==> config.mk <==
export PLATFORM = sky130hd
export DESIGN_NAME = smb_cfg_slave
export DESIGN_NICKNAME = d
export VERILOG_FILES = /design/src/rtl/smb_cfg_pkg.sv /design/src/rtl/smb_line_sync.sv /design/src/rtl/smb_idle_timer.sv /design/src/rtl/smb_regfile.sv /design/src/rtl/smb_cfg_slave.sv
export SDC_FILE = /design/constraint.sdc
export NUM_CORES = 1
export LEC_CHECK = 0
export BUFFER_PORTS_ARGS = -buffer_cell sky130_fd_sc_hd__buf_2
export CORE_UTILIZATION = 50
export DETAILED_ROUTE_END_ITERATION = 7
export HOLD_SLACK_MARGIN = 0.05
export PLACE_DENSITY = 0.74
export SLEW_MARGIN = 15
export SYNTH_ARGS = -nofsm -noshare
export SYNTH_HDL_FRONTEND = slang
export SYNTH_SLANG_ARGS = --single-unit
==> constraint.sdc <==
create_clock -name clk_i -period 2.1 [get_ports clk_i]
set_input_delay 0.42 -clock clk_i [delete_from_list [all_inputs] [get_ports clk_i]]
set_output_delay 0.42 -clock clk_i [all_outputs]
set_load 0.01 [all_outputs]
==> src/rtl/smb_cfg_pkg.sv <==
package smb_cfg_pkg;

    typedef enum logic [2:0] {
        ST_IDLE,
        ST_RX,
        ST_ACK,
        ST_TX,
        ST_HACK,
        ST_WAIT
    } fsm_e;

    typedef enum logic [1:0] {
        PH_ADDR,
        PH_REG,
        PH_DATA
    } phase_e;

    typedef struct packed {
        fsm_e       st;
        phase_e     ph;
        logic [2:0] cnt;
        logic       full;
        logic [7:0] sh;
        logic [7:0] ptr;
        logic       rd;
        logic       pull;
        logic       idle_p;
    } fsm_t;

    localparam logic [7:0] SOFT_RST_VAL = 8'h01;
    localparam logic [2:0] DEV_ADDR_HI  = 3'b101;

    function automatic logic [7:0] reg_default(input int unsigned k);
        if (k == 0) return 8'h00;
        return 8'((32'h10 + 3 * k) & 32'hFF);
    endfunction

endpackage

==> src/rtl/smb_line_sync.sv <==
module smb_line_sync #(
    parameter int unsigned STAGES = 2
) (
    input  logic clk_i,
    input  logic rst_ni,
    input  logic scl_i,
    input  logic sda_i,
    output logic scl_o,
    output logic sda_o,
    output logic scl_rise_o,
    output logic scl_fall_o,
    output logic start_o,
    output logic stop_o
);
    localparam int unsigned DEPTH = STAGES + 1;

    typedef struct packed {
        logic [DEPTH-1:0] scl;
        logic [DEPTH-1:0] sda;
    } pipe_t;

    pipe_t pipe_d, pipe_q;
    logic  scl_p, sda_p;

    always_comb begin
        pipe_d.scl = {pipe_q.scl[DEPTH-2:0], scl_i};
        pipe_d.sda = {pipe_q.sda[DEPTH-2:0], sda_i};
    end

    always_ff @(posedge clk_i or negedge rst_ni) begin
        if (!rst_ni) pipe_q <= '1;
        else         pipe_q <= pipe_d;
    end

    assign scl_o      = pipe_q.scl[STAGES-1];
    assign sda_o      = pipe_q.sda[STAGES-1];
    assign scl_p      = pipe_q.scl[STAGES];
    assign sda_p      = pipe_q.sda[STAGES];
    assign scl_rise_o = scl_o & ~scl_p;
    assign scl_fall_o = ~scl_o & scl_p;
    assign start_o    = scl_o & scl_p & sda_p & ~sda_o;
    assign stop_o     = scl_o & scl_p & ~sda_p & sda_o;

endmodule

==> src/rtl/smb_idle_timer.sv <==
module smb_idle_timer #(
    parameter int unsigned TBUF_CYC  = 64,
    parameter int unsigned THIGH_CYC = 256
) (
    input  logic clk_i,
    input  logic rst_ni,
    input  logic scl_i,
    input  logic sda_i,
    input  logic start_i,
    input  logic stop_i,
    output logic idle_o
);
    localparam int unsigned MAXL = (TBUF_CYC > THIGH_CYC) ? TBUF_CYC : THIGH_CYC;
    localparam int unsigned CW   = $clog2(MAXL + 1);

    typedef struct packed {
        logic [CW-1:0] cnt;
        logic          after_stop;
        logic          idle;
    } tmr_t;

    tmr_t       t_d, t_q;
    logic       both_hi;
    logic [CW:0] limit;

    always_comb begin
        t_d     = t_q;
        both_hi = scl_i & sda_i;
        limit   = t_q.after_stop ? (CW+1)'(TBUF_CYC) : (CW+1)'(THIGH_CYC);
        if (stop_i)       t_d.after_stop = 1'b1;
        else if (start_i) t_d.after_stop = 1'b0;
        if (!both_hi) begin
            t_d.cnt  = '0;
            t_d.idle = 1'b0;
        end else begin
            if (t_q.cnt != CW'(MAXL)) t_d.cnt = t_q.cnt + 1'b1;
            if (({1'b0, t_q.cnt} + 1'b1) >= limit) t_d.idle = 1'b1;
        end
    end

    always_ff @(posedge clk_i or negedge rst_ni) begin
        if (!rst_ni) t_q <= '{cnt: '0, after_stop: 1'b1, idle: 1'b1};
        else         t_q <= t_d;
    end

    assign idle_o = t_q.idle;

    // the flag can only rise after a cycle with both lines high
    a_r9_rise_needs_high: assert property (@(posedge clk_i) disable iff (!rst_ni)
        $rose(idle_o) |-> $past(scl_i && sda_i));

    // a low line drops the flag on the next cycle
    a_r9_low_clears: assert property (@(posedge clk_i) disable iff (!rst_ni)
        !(scl_i && sda_i) |=> !idle_o);

endmodule

==> src/rtl/smb_regfile.sv <==
module smb_regfile
    import smb_cfg_pkg::*;
#(
    parameter int unsigned NUM_REGS = 16
) (
    input  logic                  clk_i,
    input  logic                  rst_ni,
    input  logic                  we_i,
    input  logic [7:0]            waddr_i,
    input  logic [7:0]            wdata_i,
    input  logic [7:0]            raddr_i,
    output logic [7:0]            rdata_o,
    output logic [NUM_REGS*8-1:0] regs_o
);
    localparam int unsigned IW = (NUM_REGS > 1) ? $clog2(NUM_REGS) : 1;

    logic [7:0]            mem_d [NUM_REGS];
    logic [7:0]            mem_q [NUM_REGS];
    logic [NUM_REGS*8-1:0] dflt_flat;
    logic                  soft_rst;

    always_comb begin
        mem_d    = mem_q;
        soft_rst = we_i && (waddr_i == 8'h00) && (wdata_i == SOFT_RST_VAL);
        if (soft_rst) begin
            for (int k = 0; k < NUM_REGS; k++) mem_d[k] = reg_default(k);
        end else if (we_i && (32'(waddr_i) < NUM_REGS)) begin
            mem_d[waddr_i[IW-1:0]] = wdata_i;
        end
    end

    always_ff @(posedge clk_i or negedge rst_ni) begin
        if (!rst_ni) begin
            for (int k = 0; k < NUM_REGS; k++) mem_q[k] <= reg_default(k);
        end else begin
            mem_q <= mem_d;
        end
    end

    assign rdata_o = (32'(raddr_i) < NUM_REGS) ? mem_q[raddr_i[IW-1:0]] : 8'h00;

    for (genvar g = 0; g < NUM_REGS; g++) begin : g_flat
        assign regs_o[g*8 +: 8]    = mem_q[g];
        assign dflt_flat[g*8 +: 8] = reg_default(g);
    end

    // writes beyond the implemented range leave the file untouched
    a_r11_oob_write_dropped: assert property (@(posedge clk_i) disable iff (!rst_ni)
        (we_i && (32'(waddr_i) >= NUM_REGS)) |=> $stable(regs_o));

    // the soft-reset command restores the default image
    a_r6_soft_reset_restores: assert property (@(posedge clk_i) disable iff (!rst_ni)
        (we_i && waddr_i == 8'h00 && wdata_i == SOFT_RST_VAL) |=> (regs_o == dflt_flat));

endmodule

==> src/rtl/smb_cfg_slave.sv <==
module smb_cfg_slave
    import smb_cfg_pkg::*;
#(
    parameter int unsigned NUM_REGS  = 16,
    parameter int unsigned TBUF_CYC  = 64,
    parameter int unsigned THIGH_CYC = 256
) (
    input  logic                  clk_i,
    input  logic                  rst_ni,
    input  logic                  en_i,
    input  logic                  scl_i,
    input  logic                  sda_i,
    input  logic [3:0]            addr_sel_i,
    output logic                  sda_pull_o,
    output logic                  bus_idle_o,
    output logic [NUM_REGS*8-1:0] regs_o
);
    localparam fsm_t FSM_RST = '{st: ST_IDLE, ph: PH_ADDR, cnt: 3'd0, full: 1'b0,
                                 sh: 8'h00, ptr: 8'h00, rd: 1'b0, pull: 1'b0,
                                 idle_p: 1'b1};

    logic       scl_s, sda_s, scl_rise, scl_fall, start_det, stop_det, idle;
    logic       we, idle_rise;
    logic [7:0] rdata, sh_shift;
    logic [6:0] dev_addr;
    fsm_t       f_d, f_q;

    smb_line_sync #(.STAGES(2)) i_sync (
        .clk_i      (clk_i),
        .rst_ni     (rst_ni),
        .scl_i      (scl_i),
        .sda_i      (sda_i),
        .scl_o      (scl_s),
        .sda_o      (sda_s),
        .scl_rise_o (scl_rise),
        .scl_fall_o (scl_fall),
        .start_o    (start_det),
        .stop_o     (stop_det)
    );

    smb_idle_timer #(.TBUF_CYC(TBUF_CYC), .THIGH_CYC(THIGH_CYC)) i_idle (
        .clk_i   (clk_i),
        .rst_ni  (rst_ni),
        .scl_i   (scl_s),
        .sda_i   (sda_s),
        .start_i (start_det),
        .stop_i  (stop_det),
        .idle_o  (idle)
    );

    smb_regfile #(.NUM_REGS(NUM_REGS)) i_regs (
        .clk_i   (clk_i),
        .rst_ni  (rst_ni),
        .we_i    (we),
        .waddr_i (f_q.ptr),
        .wdata_i (f_q.sh),
        .raddr_i (f_q.ptr),
        .rdata_o (rdata),
        .regs_o  (regs_o)
    );

    assign dev_addr = {DEV_ADDR_HI, addr_sel_i};

    always_comb begin
        f_d       = f_q;
        we        = 1'b0;
        sh_shift  = {f_q.sh[6:0], 1'b0};
        idle_rise = idle & ~f_q.idle_p;
        f_d.idle_p = idle;
        if (!en_i) begin
            f_d        = FSM_RST;
            f_d.ptr    = f_q.ptr;
            f_d.idle_p = idle;
        end else if (start_det) begin
            f_d.st   = ST_RX;
            f_d.ph   = PH_ADDR;
            f_d.cnt  = 3'd0;
            f_d.full = 1'b0;
            f_d.pull = 1'b0;
        end else if (stop_det || (idle_rise && f_q.st != ST_IDLE)) begin
            f_d.st   = ST_IDLE;
            f_d.pull = 1'b0;
        end else begin
            unique case (f_q.st)
                ST_RX: begin
                    if (scl_rise && !f_q.full) begin
                        f_d.sh  = {f_q.sh[6:0], sda_s};
                        f_d.cnt = f_q.cnt + 3'd1;
                        if (f_q.cnt == 3'd7) f_d.full = 1'b1;
                    end else if (scl_fall && f_q.full) begin
                        f_d.full = 1'b0;
                        f_d.cnt  = 3'd0;
                        unique case (f_q.ph)
                            PH_ADDR: begin
                                if (f_q.sh[7:1] == dev_addr) begin
                                    f_d.rd   = f_q.sh[0];
                                    f_d.pull = 1'b1;
                                    f_d.st   = ST_ACK;
                                end else begin
                                    f_d.st = ST_WAIT;
                                end
                            end
                            PH_REG: begin
                                f_d.ptr  = f_q.sh;
                                f_d.pull = 1'b1;
                                f_d.st   = ST_ACK;
                            end
                            PH_DATA: begin
                                we       = 1'b1;
                                f_d.pull = 1'b1;
                                f_d.st   = ST_ACK;
                            end
                            default: f_d.st = ST_WAIT;
                        endcase
                    end
                end
                ST_ACK: begin
                    if (scl_fall) begin
                        f_d.cnt = 3'd0;
                        if (f_q.ph == PH_ADDR && f_q.rd) begin
                            f_d.sh   = rdata;
                            f_d.pull = ~rdata[7];
                            f_d.st   = ST_TX;
                        end else begin
                            f_d.pull = 1'b0;
                            f_d.st   = (f_q.ph == PH_DATA) ? ST_WAIT : ST_RX;
                            f_d.ph   = (f_q.ph == PH_ADDR) ? PH_REG : PH_DATA;
                        end
                    end
                end
                ST_TX: begin
                    if (scl_fall) begin
                        f_d.cnt = f_q.cnt + 3'd1;
                        f_d.sh  = sh_shift;
                        if (f_q.cnt == 3'd7) begin
                            f_d.pull = 1'b0;
                            f_d.st   = ST_HACK;
                        end else begin
                            f_d.pull = ~sh_shift[7];
                        end
                    end
                end
                ST_HACK: begin
                    if (scl_fall) f_d.st = ST_WAIT;
                end
                default: ;
            endcase
        end
    end

    always_ff @(posedge clk_i or negedge rst_ni) begin
        if (!rst_ni) f_q <= FSM_RST;
        else         f_q <= f_d;
    end

    assign sda_pull_o = f_q.pull;
    assign bus_idle_o = idle;

    // disabled interface releases the line
    a_r2_off_is_quiet: assert property (@(posedge clk_i) disable iff (!rst_ni)
        !en_i |=> !sda_pull_o);

    // no change to the pull-down while synchronized SCL was high
    a_r8_drive_moves_scl_low: assert property (@(posedge clk_i) disable iff (!rst_ni)
        ($past(en_i) && en_i && $past(scl_s)) |-> $stable(sda_pull_o));

    // a START puts the machine back into address reception
    a_r7_start_restarts: assert property (@(posedge clk_i) disable iff (!rst_ni)
        (en_i && start_det) |=> (f_q.st == ST_RX && f_q.ph == PH_ADDR && f_q.cnt == 3'd0));

endmodule

==> summary.txt <==
Synth Area in XOR/XNOR - 0.00955
final WL - 28.7 mm
Max FO, Critical Path - 14
Tcrit/Tclk final - 1.02
failing checks - setup timing
CTS Buffer Depth - 2
sequential area share after synthesis - 0.480
Rel. slew slack - 0.526
CP Launch Type - register
CTS sink count - 173
Slew @ Worst Pin - 0.710 ns
area leader, netlist - dfrtp_1
Hold WS - 0.0780 ns
Wirelength per Cell - 22.5 µm
most common cell after layout, fill and taps aside - buf_2
Max-Cap Viols - 0
DIE AREA - 0.0189 mm²
Synth cell types - 72
status - finished with violations
top sig layer - met4
Port Buf Inserts - 138
largest net degree at the start of global routing - 82
leakage power - 5.82 nW
Post-Syn Nets - 844
detailed-router iteration count before antenna repair - 5
RSZ-0062 raised after global routing - yes
Fmax achieved - 466 MHz
post-synthesis simple-gate area fraction - 0.172
final core occ - 0.657
clock share of power - 0.456
Starting Density - 0.510
DIE WIDTH - 137 µm
fraction of synthesized area in multiplexers - 0.147
hold_sp - sda_i
NetSw - 1.80 mW
DPL Wire Length - 18.6 mm
Final Max Tran Viols - 0
GRT Residual Overflow - 0
top post-synthesis cells by area - dfrtp_1, dfstp_2, mux4_2
post-place instance area - 0.0106 mm²
DRT antenna net count - 0
sw frac - 0.254
GRT Util Overall - 0.297
pwr dens - 600 mW/mm²
synth-to-layout area growth - 28.8%
met3 WL post-DR - 2.53 mm
antenna violations before repair - 0
sequential share of power - 0.478
Antenna diodes - 0
die span in y - 137 µm
CTS tree - built
fill count - 1314
Pint - 5.29 mW
most frequent cells in the layout - buf_2, dfrtp_1, nand2_1
main combinational cell family by area after synthesis - simple AND/OR/NAND/NOR gates
Met1 Wirelength - 11.4 mm
Final Instance Area - 0.0118 mm²
average size of a mapped cell - 11.1 µm²
top cell type's share of synthesized area - 0.306
Post-synth ARST share - 1.00
CP Class - register to register
CP arrival - 2.50 ns
YS warnings - 0
FF+latch count, synth - 173
Worst-path clk slew - 0.07 ns
Logic pwr share - 0.066
area share of fa/ha/maj cells after synthesis - 0.0150
number of enable flip-flop cells after synthesis - 0
Place WS - -0.0211 ns
clk_skew - 0.0139 ns
1st-iter DRT viols - 698
vias post-DR - 7932
critical path required time - 2.46 ns
Post-route DRC - 0
Setup-failing EPs final - 2
HP Class - input pin to register
complex-gate fraction of the synthesized area - 0.118
synthesized instance count - 824
minimum clock period - 2.15 ns
post-layout worst setup margin - -0.0474 ns
CTS Root Cell - clkbuf_16
gpl congestion - 0.924
vias per std cell - 6.22
Worst-Skew Late Latency - 0.44 ns
Storage cell area - 0.00441 mm²
Met2 Wirelength - 13.6 mm
first-pass GRT wire length - 41.7 mm
I/O pin count - 139
CP Capture Type - register
CTS Buf Count - 17
CP startpoint - f_q[26]
Nets - 1054
post-synthesis cell area - 0.00917 mm²
Final Hold Fails - 0
row count - 49
Worst VDD drop - 0.566 mV
number of global-route vias before repair - 7482
area of the multi-input gates - 0.00446 mm²
Synth Flop Type - dfrtp_1
core area - 0.0180 mm²
share of cells above drive strength 1 - 0.474
H-tree level count - 4
Fin Setup TNS - -0.0641 ns
critical register-to-register path startpoint - f_q[26]
-- sequential cells by signal, indices dropped and copies added, names as in the netlist, 2 cells and up --
register	flops
i_regs.regs_o	128
i_sync.pipe_d	2
i_idle.t_q	10
i_sync.pipe_q	2
f_q	27
-- layer usage --
layer  vias up  track usage
met4         0        0.120
met2       437        0.454
met5         -            0
met3        93       0.0677
met1      3959        0.407
li1       3443            -
-- cell type report --
cell class	instances	area share
multi-input combinational	558	0.378
sequential	173	0.373
timing repair buffer	265	0.166
clock buffer	17	0.0360
tap	229	0.0243
clock inverter	15	0.0164
inverter	19	0.00604
-- logic make-up (layout without fill, tap and decap cells) --
logic type      after synthesis  after routing
xor+xnor                     10             10
simple gates                286            288
flops                       173            173
mux                          93             93
buf+inv                      96            316
compound gates              155            156
fa+ha+maj                    11             11
-- synth_stat cells, types with 4 or more instances --
cell type,n
and2_1,4
a221o_1,7
mux4_2,32
o21ai_0,54
nand3_1,61
buf_6,18
dfrtp_1,112
nor2_1,19
nand2b_1,5
o2111ai_1,6
or4_4,6
nand3_2,18
inv_1,19
nand4_1,5
buf_2,23
xor2_1,8
dfstp_2,61
nor2b_1,9
o21ai_2,22
and3_1,4
a22oi_1,13
nand2_1,97
mux2i_1,50
nor4_1,4
nor3_1,23
mux2_2,11
clkbuf_1,31
ha_1,11
or3_1,5
a21oi_1,15
-- worst max-delay path, cell delays in order (launching register included) --
cell      delay (ns)
dfrtp_1         0.38
and4bb_4        0.40
nand4_4         0.23
or4_4           0.70
mux2i_1         0.26
nand2_1         0.09
-- metrics by stage --
stage               power (mW)  cells
finish                    7.09   1276
global placement          3.85   1217
detailed placement        3.85   1217
global route              7.32   1276
CTS                       7.07   1252
floorplan                 3.61    824
-- what timing repair did --
item / in CTS / in global routing
cloned: 0 / 10
setup buffers: 2 / 15
hold buffers: 1 / 0
pin swaps: 5 / 23
gates resized for setup: 8 / 80
hold endpoints to repair: 30 / 0
endpoints found under the setup margin: 48 / 137
-- power by group through the flow --
stage	combinational (mW)	clock [mW]	sequential (mW)
2_1_floorplan	0.164	0	3.45
3_3_place_gp	0.400	0	3.45
3_5_place_dp	0.403	0	3.45
4_1_cts	0.415	3.27	3.39
5_1_grt	0.509	3.42	3.39
6_report	0.466	3.24	3.39
-- path summary, 6_finish.rpt --
check                      slack [ns]           endpoint  cells after the start
max in group asynchronous        0.95  i_regs.regs_o[72]                      3
max reg2reg                     -0.05  i_regs.regs_o[53]                      5
min reg2reg                      0.36       i_sync.sda_o                      0
min                              0.08   i_sync.pipe_d[1]                      1
max                             -0.05  i_regs.regs_o[53]                      5
min in group asynchronous        0.51      i_idle.t_q[5]                      2
No activity file was read; power rests on OpenSTA's default activity.
